===== src/rtl/ssq_pkg.sv =====
// Package: shared types for the soft-start / hiccup sequencer.
// Assumes: nothing; pure type definitions.
package ssq_pkg;

    // Sequencer states: off, output ramp, regulating, silent delay ramp, recovery ramp
    typedef enum logic [2:0] {
        ST_OFF   = 3'd0,
        ST_RAMP  = 3'd1,
        ST_RUN   = 3'd2,
        ST_HDLY  = 3'd3,
        ST_HRAMP = 3'd4
    } seq_state_t;

endpackage


===== src/rtl/ssq_sync.sv =====
// Module: ssq_sync
// Multi-stage flop synchronizer for a single asynchronous level.
// Assumes: STAGES >= 2; the input is a slowly changing level.
module ssq_sync #(
    parameter int STAGES = 2
) (
    input  logic clk,
    input  logic rst_n,
    input  logic d,
    output logic q
);
    logic [STAGES-1:0] sh;

    // Shift the raw level through the synchronizing chain
    always_ff @(posedge clk) begin
        if (!rst_n) sh <= '0;
        else        sh <= {sh[STAGES-2:0], d};
    end

    assign q = sh[STAGES-1];

endmodule


===== src/rtl/ssq_pg_filter.sv =====
// Module: ssq_pg_filter
// Gives the power-good flag a time hysteresis: it sets as soon as the input
// is seen high and clears only after PG_FILT consecutive low samples.
// Assumes: pwr_good is already synchronous to clk; PG_FILT >= 2.
module ssq_pg_filter #(
    parameter int PG_FILT = 8
) (
    input  logic clk,
    input  logic rst_n,
    input  logic pwr_good,
    output logic pg_ok
);
    localparam int CNT_W = $clog2(PG_FILT) + 1;
    localparam logic [CNT_W-1:0] LOW_LAST = CNT_W'(PG_FILT - 1);

    logic [CNT_W-1:0] low_cnt;

    // Count consecutive low samples and drop the flag on the last one
    always_ff @(posedge clk) begin
        if (!rst_n) begin
            low_cnt <= '0;
            pg_ok   <= 1'b0;
        end else if (pwr_good) begin
            low_cnt <= '0;
            pg_ok   <= 1'b1;
        end else if (low_cnt == LOW_LAST) begin
            pg_ok   <= 1'b0;
        end else begin
            low_cnt <= low_cnt + CNT_W'(1);
        end
    end

    AST_PG_HOLD: assert property (@(posedge clk) disable iff (!rst_n)
        (pg_ok && pwr_good) |=> pg_ok);

    AST_PG_SHORT_DIP: assert property (@(posedge clk) disable iff (!rst_n)
        (pg_ok && !pwr_good && low_cnt < LOW_LAST) |=> pg_ok);

endmodule


===== src/rtl/ssq_ramp.sv =====
// Module: ssq_ramp
// Reference ramp engine: a prescaler sets the pace, and the code rises by one
// each STEP_DIV enabled cycles and saturates at all ones.
// Assumes: clr has priority over go; STEP_DIV >= 2.
module ssq_ramp #(
    parameter int CODE_W   = 8,
    parameter int STEP_DIV = 2539
) (
    input  logic              clk,
    input  logic              rst_n,
    input  logic              clr,
    input  logic              go,
    output logic [CODE_W-1:0] code,
    output logic              full
);
    localparam int PS_W = $clog2(STEP_DIV);
    localparam logic [PS_W-1:0]   PS_LAST   = PS_W'(STEP_DIV - 1);
    localparam logic [CODE_W-1:0] CODE_FULL = '1;

    logic [PS_W-1:0] pscnt;

    // Prescale the clock into ramp steps
    always_ff @(posedge clk) begin
        if (!rst_n || clr)       pscnt <= '0;
        else if (go)             pscnt <= (pscnt == PS_LAST) ? '0 : pscnt + PS_W'(1);
    end

    // Advance the code on each step until full scale
    always_ff @(posedge clk) begin
        if (!rst_n || clr)
            code <= '0;
        else if (go && pscnt == PS_LAST && code != CODE_FULL)
            code <= code + CODE_W'(1);
    end

    assign full = (code == CODE_FULL);

    AST_RAMP_MONO: assert property (@(posedge clk) disable iff (!rst_n)
        (go && !clr) |=> (code == $past(code) || code == $past(code) + CODE_W'(1)));

    AST_RAMP_IDLE: assert property (@(posedge clk) disable iff (!rst_n)
        (!go && !clr) |=> $stable(code));

endmodule


===== src/rtl/ssq_ctrl.sv =====
// Module: ssq_ctrl
// Sequencer state machine: start-up ramp, run, overcurrent shutdown and the
// hiccup delay that is counted in whole ramp periods.
// Assumes: oc_s and pg_ok are synchronous; ramp_full follows ramp_code.
module ssq_ctrl
    import ssq_pkg::*;
#(
    parameter int CODE_W      = 8,
    parameter int HIC_PERIODS = 3
) (
    input  logic              clk,
    input  logic              rst_n,
    input  logic              en,
    input  logic              pg_ok,
    input  logic              oc_s,
    input  logic [CODE_W-1:0] ramp_code,
    input  logic              ramp_full,
    output logic              ramp_clr,
    output logic              ramp_go,
    output logic [CODE_W-1:0] ref_code,
    output logic              run,
    output logic              gate_off
);
    localparam int DCNT_W = (HIC_PERIODS > 1) ? $clog2(HIC_PERIODS) : 1;
    localparam logic [DCNT_W-1:0] DCNT_LAST = DCNT_W'(HIC_PERIODS - 1);

    seq_state_t        state, state_n;
    logic [DCNT_W-1:0] dcnt, dcnt_n;
    logic              switching;

    assign switching = (state == ST_RAMP) || (state == ST_HRAMP) || (state == ST_RUN);

    // Next-state and ramp restart decision; off request has top priority
    always_comb begin
        state_n  = state;
        dcnt_n   = dcnt;
        ramp_clr = 1'b0;
        if (!en || !pg_ok) begin
            state_n  = ST_OFF;
            dcnt_n   = '0;
            ramp_clr = 1'b1;
        end else begin
            case (state)
                ST_OFF: begin
                    state_n  = ST_RAMP;
                    ramp_clr = 1'b1;
                end
                ST_RAMP, ST_HRAMP: begin
                    if (oc_s) begin
                        state_n  = ST_HDLY;
                        dcnt_n   = '0;
                        ramp_clr = 1'b1;
                    end else if (ramp_full) begin
                        state_n = ST_RUN;
                    end
                end
                ST_RUN: begin
                    if (oc_s) begin
                        state_n  = ST_HDLY;
                        dcnt_n   = '0;
                        ramp_clr = 1'b1;
                    end
                end
                ST_HDLY: begin
                    if (ramp_full) begin
                        ramp_clr = 1'b1;
                        if (dcnt == DCNT_LAST) state_n = ST_HRAMP;
                        else                   dcnt_n  = dcnt + DCNT_W'(1);
                    end
                end
                default: begin
                    state_n  = ST_OFF;
                    ramp_clr = 1'b1;
                end
            endcase
        end
    end

    // State and delay-period registers
    always_ff @(posedge clk) begin
        if (!rst_n) begin
            state <= ST_OFF;
            dcnt  <= '0;
        end else begin
            state <= state_n;
            dcnt  <= dcnt_n;
        end
    end

    // Output decode: ramp code while ramping, full scale while running
    always_comb begin
        ramp_go  = (state == ST_RAMP) || (state == ST_HRAMP) || (state == ST_HDLY);
        run      = (state == ST_RUN);
        gate_off = !switching;
        case (state)
            ST_RAMP, ST_HRAMP: ref_code = ramp_code;
            ST_RUN:            ref_code = '1;
            default:           ref_code = '0;
        endcase
    end

    AST_EN_OFF: assert property (@(posedge clk) disable iff (!rst_n)
        !en |=> (gate_off && !run && ref_code == '0));

    AST_OC_STOP: assert property (@(posedge clk) disable iff (!rst_n)
        (oc_s && switching) |=> gate_off);

    AST_RUN_AFTER_FULL: assert property (@(posedge clk) disable iff (!rst_n)
        $rose(run) |-> $past(ramp_full));

    AST_DCNT_RANGE: assert property (@(posedge clk) disable iff (!rst_n)
        dcnt <= DCNT_LAST);

    AST_HRAMP_ENTRY: assert property (@(posedge clk) disable iff (!rst_n)
        (state == ST_HRAMP && $past(state) == ST_HDLY) |-> $past(dcnt) == DCNT_LAST);

endmodule


===== src/rtl/ss_hiccup_seq.sv =====
// Module: ss_hiccup_seq (top)
// Soft-start and hiccup fault sequencer for a digitally controlled buck stage.
// Assumes: pwr_good and en are synchronous to clk; oc_flag may be asynchronous.
module ss_hiccup_seq #(
    parameter int CODE_W      = 8,
    parameter int STEP_DIV    = 2539,
    parameter int PG_FILT     = 8,
    parameter int HIC_PERIODS = 3,
    parameter int SYNC_STAGES = 2
) (
    input  logic              clk,
    input  logic              rst_n,
    input  logic              pwr_good,
    input  logic              en,
    input  logic              oc_flag,
    output logic [CODE_W-1:0] ref_code,
    output logic              run,
    output logic              gate_off
);
    logic              oc_s;
    logic              pg_ok;
    logic              ramp_clr, ramp_go, ramp_full;
    logic [CODE_W-1:0] ramp_code;

    ssq_sync #(.STAGES(SYNC_STAGES)) u_oc_sync (
        .clk(clk), .rst_n(rst_n), .d(oc_flag), .q(oc_s)
    );

    ssq_pg_filter #(.PG_FILT(PG_FILT)) u_pg (
        .clk(clk), .rst_n(rst_n), .pwr_good(pwr_good), .pg_ok(pg_ok)
    );

    ssq_ramp #(.CODE_W(CODE_W), .STEP_DIV(STEP_DIV)) u_ramp (
        .clk(clk), .rst_n(rst_n), .clr(ramp_clr), .go(ramp_go),
        .code(ramp_code), .full(ramp_full)
    );

    ssq_ctrl #(.CODE_W(CODE_W), .HIC_PERIODS(HIC_PERIODS)) u_ctrl (
        .clk(clk), .rst_n(rst_n), .en(en), .pg_ok(pg_ok), .oc_s(oc_s),
        .ramp_code(ramp_code), .ramp_full(ramp_full),
        .ramp_clr(ramp_clr), .ramp_go(ramp_go),
        .ref_code(ref_code), .run(run), .gate_off(gate_off)
    );

    AST_RESET_STATE: assert property (@(posedge clk)
        !rst_n |=> (gate_off && !run && ref_code == '0));

endmodule


===== config.mk =====
export PLATFORM = sky130hd
export DESIGN_NAME = ss_hiccup_seq
export DESIGN_NICKNAME = d
export VERILOG_FILES = /design/src/rtl/ssq_pkg.sv /design/src/rtl/ssq_sync.sv /design/src/rtl/ssq_pg_filter.sv /design/src/rtl/ssq_ramp.sv /design/src/rtl/ssq_ctrl.sv /design/src/rtl/ss_hiccup_seq.sv
export SDC_FILE = /design/constraint.sdc
export NUM_CORES = 1
export LEC_CHECK = 0
export ABC_AREA = 1
export ABC_CLOCK_PERIOD_IN_PS = 1650
export BUFFER_PORTS_ARGS = -buffer_cell sky130_fd_sc_hd__buf_2
export CAP_MARGIN = 15
export CORE_UTILIZATION = 40
export DETAILED_ROUTE_END_ITERATION = 7
export GPL_ROUTABILITY_DRIVEN = 0
export GPL_TIMING_DRIVEN = 0
export PLACE_DENSITY_LB_ADDON = 0.2
export SLEW_MARGIN = 20
export SYNTH_ARGS = -nofsm -noshare
export SYNTH_HDL_FRONTEND = slang
export SYNTH_SLANG_ARGS = --single-unit

===== constraint.sdc =====
create_clock -name clk -period 1.65 [get_ports clk]
set_clock_uncertainty 0.2 [all_clocks]
set_input_delay 0.165 -clock clk [delete_from_list [all_inputs] [get_ports clk]]
set_output_delay 0.165 -clock clk [all_outputs]
set_load 0.01 [all_outputs]

== After elaboration in Yosys (flattened, before gate mapping) ==
Index checks and enable logic that the tools add are counted.
Word-level totals
  flip-flop bits (word level): 32
  bits of input ports: 5
  output and inout port bits: 10
  logic and storage cells: 65
Operators by class
  reductions and logical operators: 20
  bitwise logic cells: 1
  multiplexer cells: 18
  add/sub/neg operators: 4
  eq/ne operators: 15
Operators by type and width (count)
  $pmux 8 s2: 1
  $mux 3: 5
  $add 12x1->12 const B: 1
  $eq 12x12->1 const B: 1
  $mux 12: 1
  $pmux 3 s4: 1
  $add 8x1->8 const B: 1
  $eq 8x8->1 const B: 1
  $ne 8x8->1 const B: 1
  $reduce_and 4->1: 2
  $eq 3x2->1 const B: 2
  $mux 2: 3
  $ne 2x1->1 const B: 3
  $reduce_or 2->1: 3
  $logic_or 1x1->1: 5
  $mux 1: 5
  $add 4x1->4 const B: 1
  $eq 4x3->1 const B: 1
  $logic_not 1->1: 4
  $ne 2x2->1 const B: 2
  $pmux 2 s2: 1
  $reduce_bool 2->1: 2
  $eq 3x1->1 const B: 1
  $eq 3x3->1 const B: 1
  8 further kinds: 9

== Depth between registers and ports, before layout ==
  depth in word-level cells: 5
  depth in mapped cells: 10
  gate-level depth less buffers: 10

== Modules after synthesis ==
A second synthesis with hierarchy kept.
Second synthesis, totals
  cell total of the unflattened synthesis: 271
  area total of the unflattened synthesis: 1791.7 um^2
By module, submodules not included
  ssq_ramp: area an instance 1079.8 um^2, cells an instance 163, sequential area each 400.4 um^2, times used 1
  ssq_ctrl: area an instance 432.9 um^2, cells an instance 73, sequential area each 100.1 um^2, times used 1
  ssq_pg_filter: area an instance 224.0 um^2, cells an instance 29, sequential area each 100.1 um^2, times used 1
  ssq_sync: area an instance 55.1 um^2, cells an instance 6, sequential area each 40.0 um^2, times used 1

== Worst setup path before layout ==
No wires, ideal clock.
  kind: reg2reg
  start point: register u_ramp.code[0]
  end point: register u_ramp.pscnt[8]
  library setup time: 0.116 ns
  data required time: 1.334 ns
  arrival time: 1.277 ns
  cell stages (with the launch flop): 10
  period minus slack after synthesis: 1.593 ns
  buffers on the path: 1
  slack: 0.057 ns
  cell sequence: dfxtp_1 > ha_1 > nand2_1 > nor2_2 > nand2_1 > nand2_2 > nand2_2 > nand3_4 > buf_6 > a21oi_2
On the way
  cells in the longest elaborated chain, start to end: 5
RTL lines
  start, declared: RTL line ssq_ramp.sv:13  | output logic [CODE_W-1:0] code,
  start signal, assigned: RTL line ssq_ramp.sv:33  | code <= code + CODE_W'(1);
  $eq 8x8->1: RTL line ssq_ramp.sv:36  | assign full = (code == CODE_FULL);
  $mux 1: RTL line ssq_ctrl.sv:65  | if (ramp_full) begin
  $pmux 1 s2: RTL line ssq_ctrl.sv:43  | case (state)
  $mux 1: RTL line ssq_ctrl.sv:38  | if (!en || !pg_ok) begin
  $logic_or 1x1->1: RTL line ssq_ramp.sv:24  | if (!rst_n || clr) pscnt <= '0;
  end signal, assigned: RTL line ssq_ramp.sv:25  | else if (go) pscnt <= (pscnt == PS_LAST) ? '0 : pscnt + PS_W'(1);
  end, declared: RTL line ssq_ramp.sv:20  | logic [PS_W-1:0] pscnt;
No other way between the ends.
A chain may end at the register's enable or synchronous reset.

== Worst setup path in the final report ==
  start point: register u_ctrl.state[2]
  end point: register u_ramp.code[4]
On the way
  cells in the longest elaborated chain, start to end: 5
  elaborated cells between the ends (all ways): 12
  classes of those cells: eq/ne: 4; mux: 2; reduce/logical: 6
RTL lines
  start, declared: RTL line ssq_ctrl.sv:27  | seq_state_t state, state_n;
  start signal, assigned: RTL line ssq_ctrl.sv:85  | state <= state_n;
  $eq 3x2->1, or another cell as far along: RTL line ssq_ctrl.sv:43
  $reduce_or 3->1 (no source line) / $logic_or 1x1->1 (equally long branches)
  $pmux 1 s2 / $logic_or 1x1->1 (equally long branches): RTL line ssq_ctrl.sv:43, ssq_ctrl.sv:92
  $mux 1 / $logic_and 1x1->1 (equally long branches): RTL line ssq_ctrl.sv:38, ssq_ramp.sv:32
  $logic_or 1x1->1 / $logic_and 1x1->1 (equally long branches): RTL line ssq_ramp.sv:30, ssq_ramp.sv:32
Several ways; a longest one is shown, not always the timed one.

==> flow_summary.toml <==
[cts]
numCtsBuffers = 5
clk_path_buf_depth = 2
clk_pin_slew_ns = 0.07
h-tree-depth = 2
cts_tree = "built"
cts.sinks = 32
root_buffer = "clkbuf_8"
insertion_delay_ns = 0.29

[drt]
drc = 0
dr.first_iter.drc_count = 62
firstDrtPassIters = 5
wl_per_cell_um = 11.4
via_count = 2035
drt_wl_total_um = 4790
ant_nets = 0
routed_via_density = 4.83

[power]
ir_drop_mv = 0.316
leakage_nw = 1.20
power.total_mw = 1.49
p_per_area_nw_per_um2 = 522

[place]
placed_cell_area_sq_um = 2180
pre_cts_slack_ns = -0.121
io_buffer_count = 14
dpl.hpwl_um = 3050

[layout]
final_layout_size_suffix_gt1_share_pct = 37.6
final_area_sq_um = 2850
syn_to_final_growth_pct = 40.5
nets = 364
antennaDiodeCount = 0

[run]
cap_violations = 0

[run_status]
status = "finished, violations left"
violations = "setup timing"

[yosys]
synth.distinct_cells = 27
ys_seq_area_share_pct = 31.6
ys.warnings.count = 0
syn_area_sq_um = 2030
syn_nets = 309
ys_seq_elements = 32
netlist_instances = 299
syn_avg_cell_area_sq_um = 6.77

[setup_path]
arrival_ns = 1.68
start_kind = "flip-flop"
path_common_cell = "nor2_4"
crit_chain = "buf_6 -> nor2_4 -> buf_6 -> nor2_4 -> nor2_4 -> nand3_1 -> a21oi_2"
cp_top_family = "simple AND/OR/NAND/NOR gates"
critPathMaxStageDelay_ns = 0.37
critPathCaptureType = "flip-flop"
cp_slowest_cell = "dfxtp_4"
path_buf_inv = 2
crit_fanout = 8
crit_required_ns = 1.67
path_class = "reg2reg"

[grt]
track_usage_pct = 17.5
grt_pass1_wl_um = 7160
grt_start_max_net_pins = 11
grtUsageMet2_pct = 28.0
overflow = 0
grt.met1_usage_pct = 22.9
grt_pass1_vias = 1628
grt_util_met3_pct = 3.73
top_usage_layer = "met2"
grt_antenna_before_repair = 0

[floorplanning]
core_sq_um = 4790
die_area_sq_um = 5350
rows = 25
start_util_pct = 42.3
io_pins = 15
die_x_um = 73.2
die_y_um = 73.2

[timing]
worst_pin_slew_ns = 0.271
slew_headroom_pct = 81.9
period_needed_ns = 1.66
timing.fmax_mhz = 603
setup_ws_ns = -0.00948
fin_crit_sh_pct = 101
rsz0062_at_grt = "true"
slew_violations = 0
hold_slack_ns = 0.0726
hold_viol_final = 0
finalSetupViolations = 2
fin_tns_setup_ns = -0.0139

[min_path]
min_path_type = "in2reg"
==> worst paths after layout <==
path,start,end,slack [ns],depth (start not counted)
setup / recovery,u_ctrl.state[2],u_ramp.code[4],-0.009,7
hold / removal,en,u_ctrl.state[0],0.07,5
setup reg to reg,u_ctrl.state[2],u_ramp.code[4],-0.009,7
hold reg to reg,u_oc_sync.sh[0],u_oc_sync.sh[1],0.22,2
==> worst min-delay path: stages <==
cell     delay, ns
buf_2         0.09
nand3_1       0.08
inv_2         0.08
nand2_1       0.07
nor2_1        0.03
==> where the power goes <==
group / switching, mW / internal [mW]
Clock: 0.292 / 0.287
Combinational: 0.0621 / 0.0603
Sequential: 0.00710 / 0.778
Total: 0.361 / 1.12
==> kinds of logic (layout without fill, tap and decap cells) <==
group           count (synthesis)  after routing  share of synthesized area (%)
flops                          32             32                           31.6
compound gates                 35             35                           11.5
fa+ha+maj                       5              5                           3.09
xor+xnor                        5              5                           2.16
simple gates                  172            172                           40.9
buf+inv                        50            105                           10.7
==> cells in the mapped netlist <==
| master | n | share of area [%] |
|---|---|---|
| buf_6 | 4 | 2.2 |
| nand2_2 | 8 | 2.5 |
| nor2_4 | 4 | 2.2 |
| nand2_1 | 78 | 14 |
| xor2_1 | 4 | 1.7 |
| xnor2_1 | 1 | 0.43 |
| a21oi_2 | 10 | 4.3 |
| nand2_4 | 1 | 0.56 |
| nand3b_2 | 1 | 0.56 |
| o21ai_0 | 13 | 3.2 |
| nand3_2 | 3 | 1.5 |
| nand3_1 | 26 | 6.4 |
| nand4_1 | 9 | 2.8 |
| a21oi_4 | 1 | 0.80 |
| nor2_1 | 35 | 6.5 |
| o21a_1 | 1 | 0.37 |
| a31oi_1 | 1 | 0.31 |
| a211oi_1 | 1 | 0.37 |
| a21oi_1 | 7 | 1.7 |
| nor3_2 | 1 | 0.49 |
| o21bai_1 | 1 | 0.37 |
| inv_1 | 44 | 8.2 |
| dfxtp_1 | 32 | 32 |
| nand3_4 | 2 | 1.7 |
| inv_2 | 2 | 0.37 |
| ha_1 | 5 | 3.1 |
| nor2_2 | 4 | 1.2 |
==> what timing repair did <==
action,CTS,global route
gates resized for setup,20,60
cloned,1,1
hold buffers,4,0
endpoints found under the hold margin,7,0
setup endpoints to repair,30,32
pin swaps,6,23
setup buffers,18,10
==> cell type report <==
type | count | area (sq um)
Timing Repair Buffer | 48 | 417
Inverter | 46 | 178
Tap cell | 67 | 83.8
Fill cell | 438 | 1940
Sequential cell | 32 | 658
Clock inverter | 1 | 5.00
Buffer | 4 | 61.3
Multi-Input combinational cell | 217 | 1370
Clock buffer | 6 | 72.6
==> flip-flops by register name, summed over array words and instances (netlist names) <==
register / cells
u_pg.pg_ok: 1
u_ctrl.state: 3
u_ctrl.dcnt: 2
u_oc_sync.sh: 2
u_ramp.pscnt: 12
u_ramp.code: 8
u_pg.low_cnt: 4
==> routing by layer <==
layer	share of wire, %	wire length [um]
met1	47	2250
met2	48	2300
met3	3.0	143
met4	1.8	87
met5	0	0
==> metrics by stage <==
step	instances	utilization (%)
5_1_grt	421	59.5
2_1_floorplan	299	-
3_5_place_dp	380	45.5
4_1_cts	410	52.9
6_report	421	59.5
3_3_place_gp	380	45.5
==> cell usage in the layout (no fill, tap or decap), types with 2 or more instances in the layout <==
cell type,count
a21oi_1,7
a21oi_2,9
a21oi_4,2
buf_12,3
buf_2,14
buf_4,21
buf_6,6
buf_8,2
clkbuf_8,5
dfxtp_1,22
dfxtp_2,8
dfxtp_4,2
dlygate4sd3_1,4
ha_1,2
ha_4,2
inv_1,38
inv_2,6
inv_4,2
nand2_1,70
nand2_2,7
nand2_4,9
nand3_1,19
nand3_2,8
nand3_4,4
nand4_1,9
nor2_1,27
nor2_2,9
nor2_4,7
o21ai_0,8
o21ai_1,5
xor2_1,4
No activity file was read; power rests on OpenSTA's default activity.
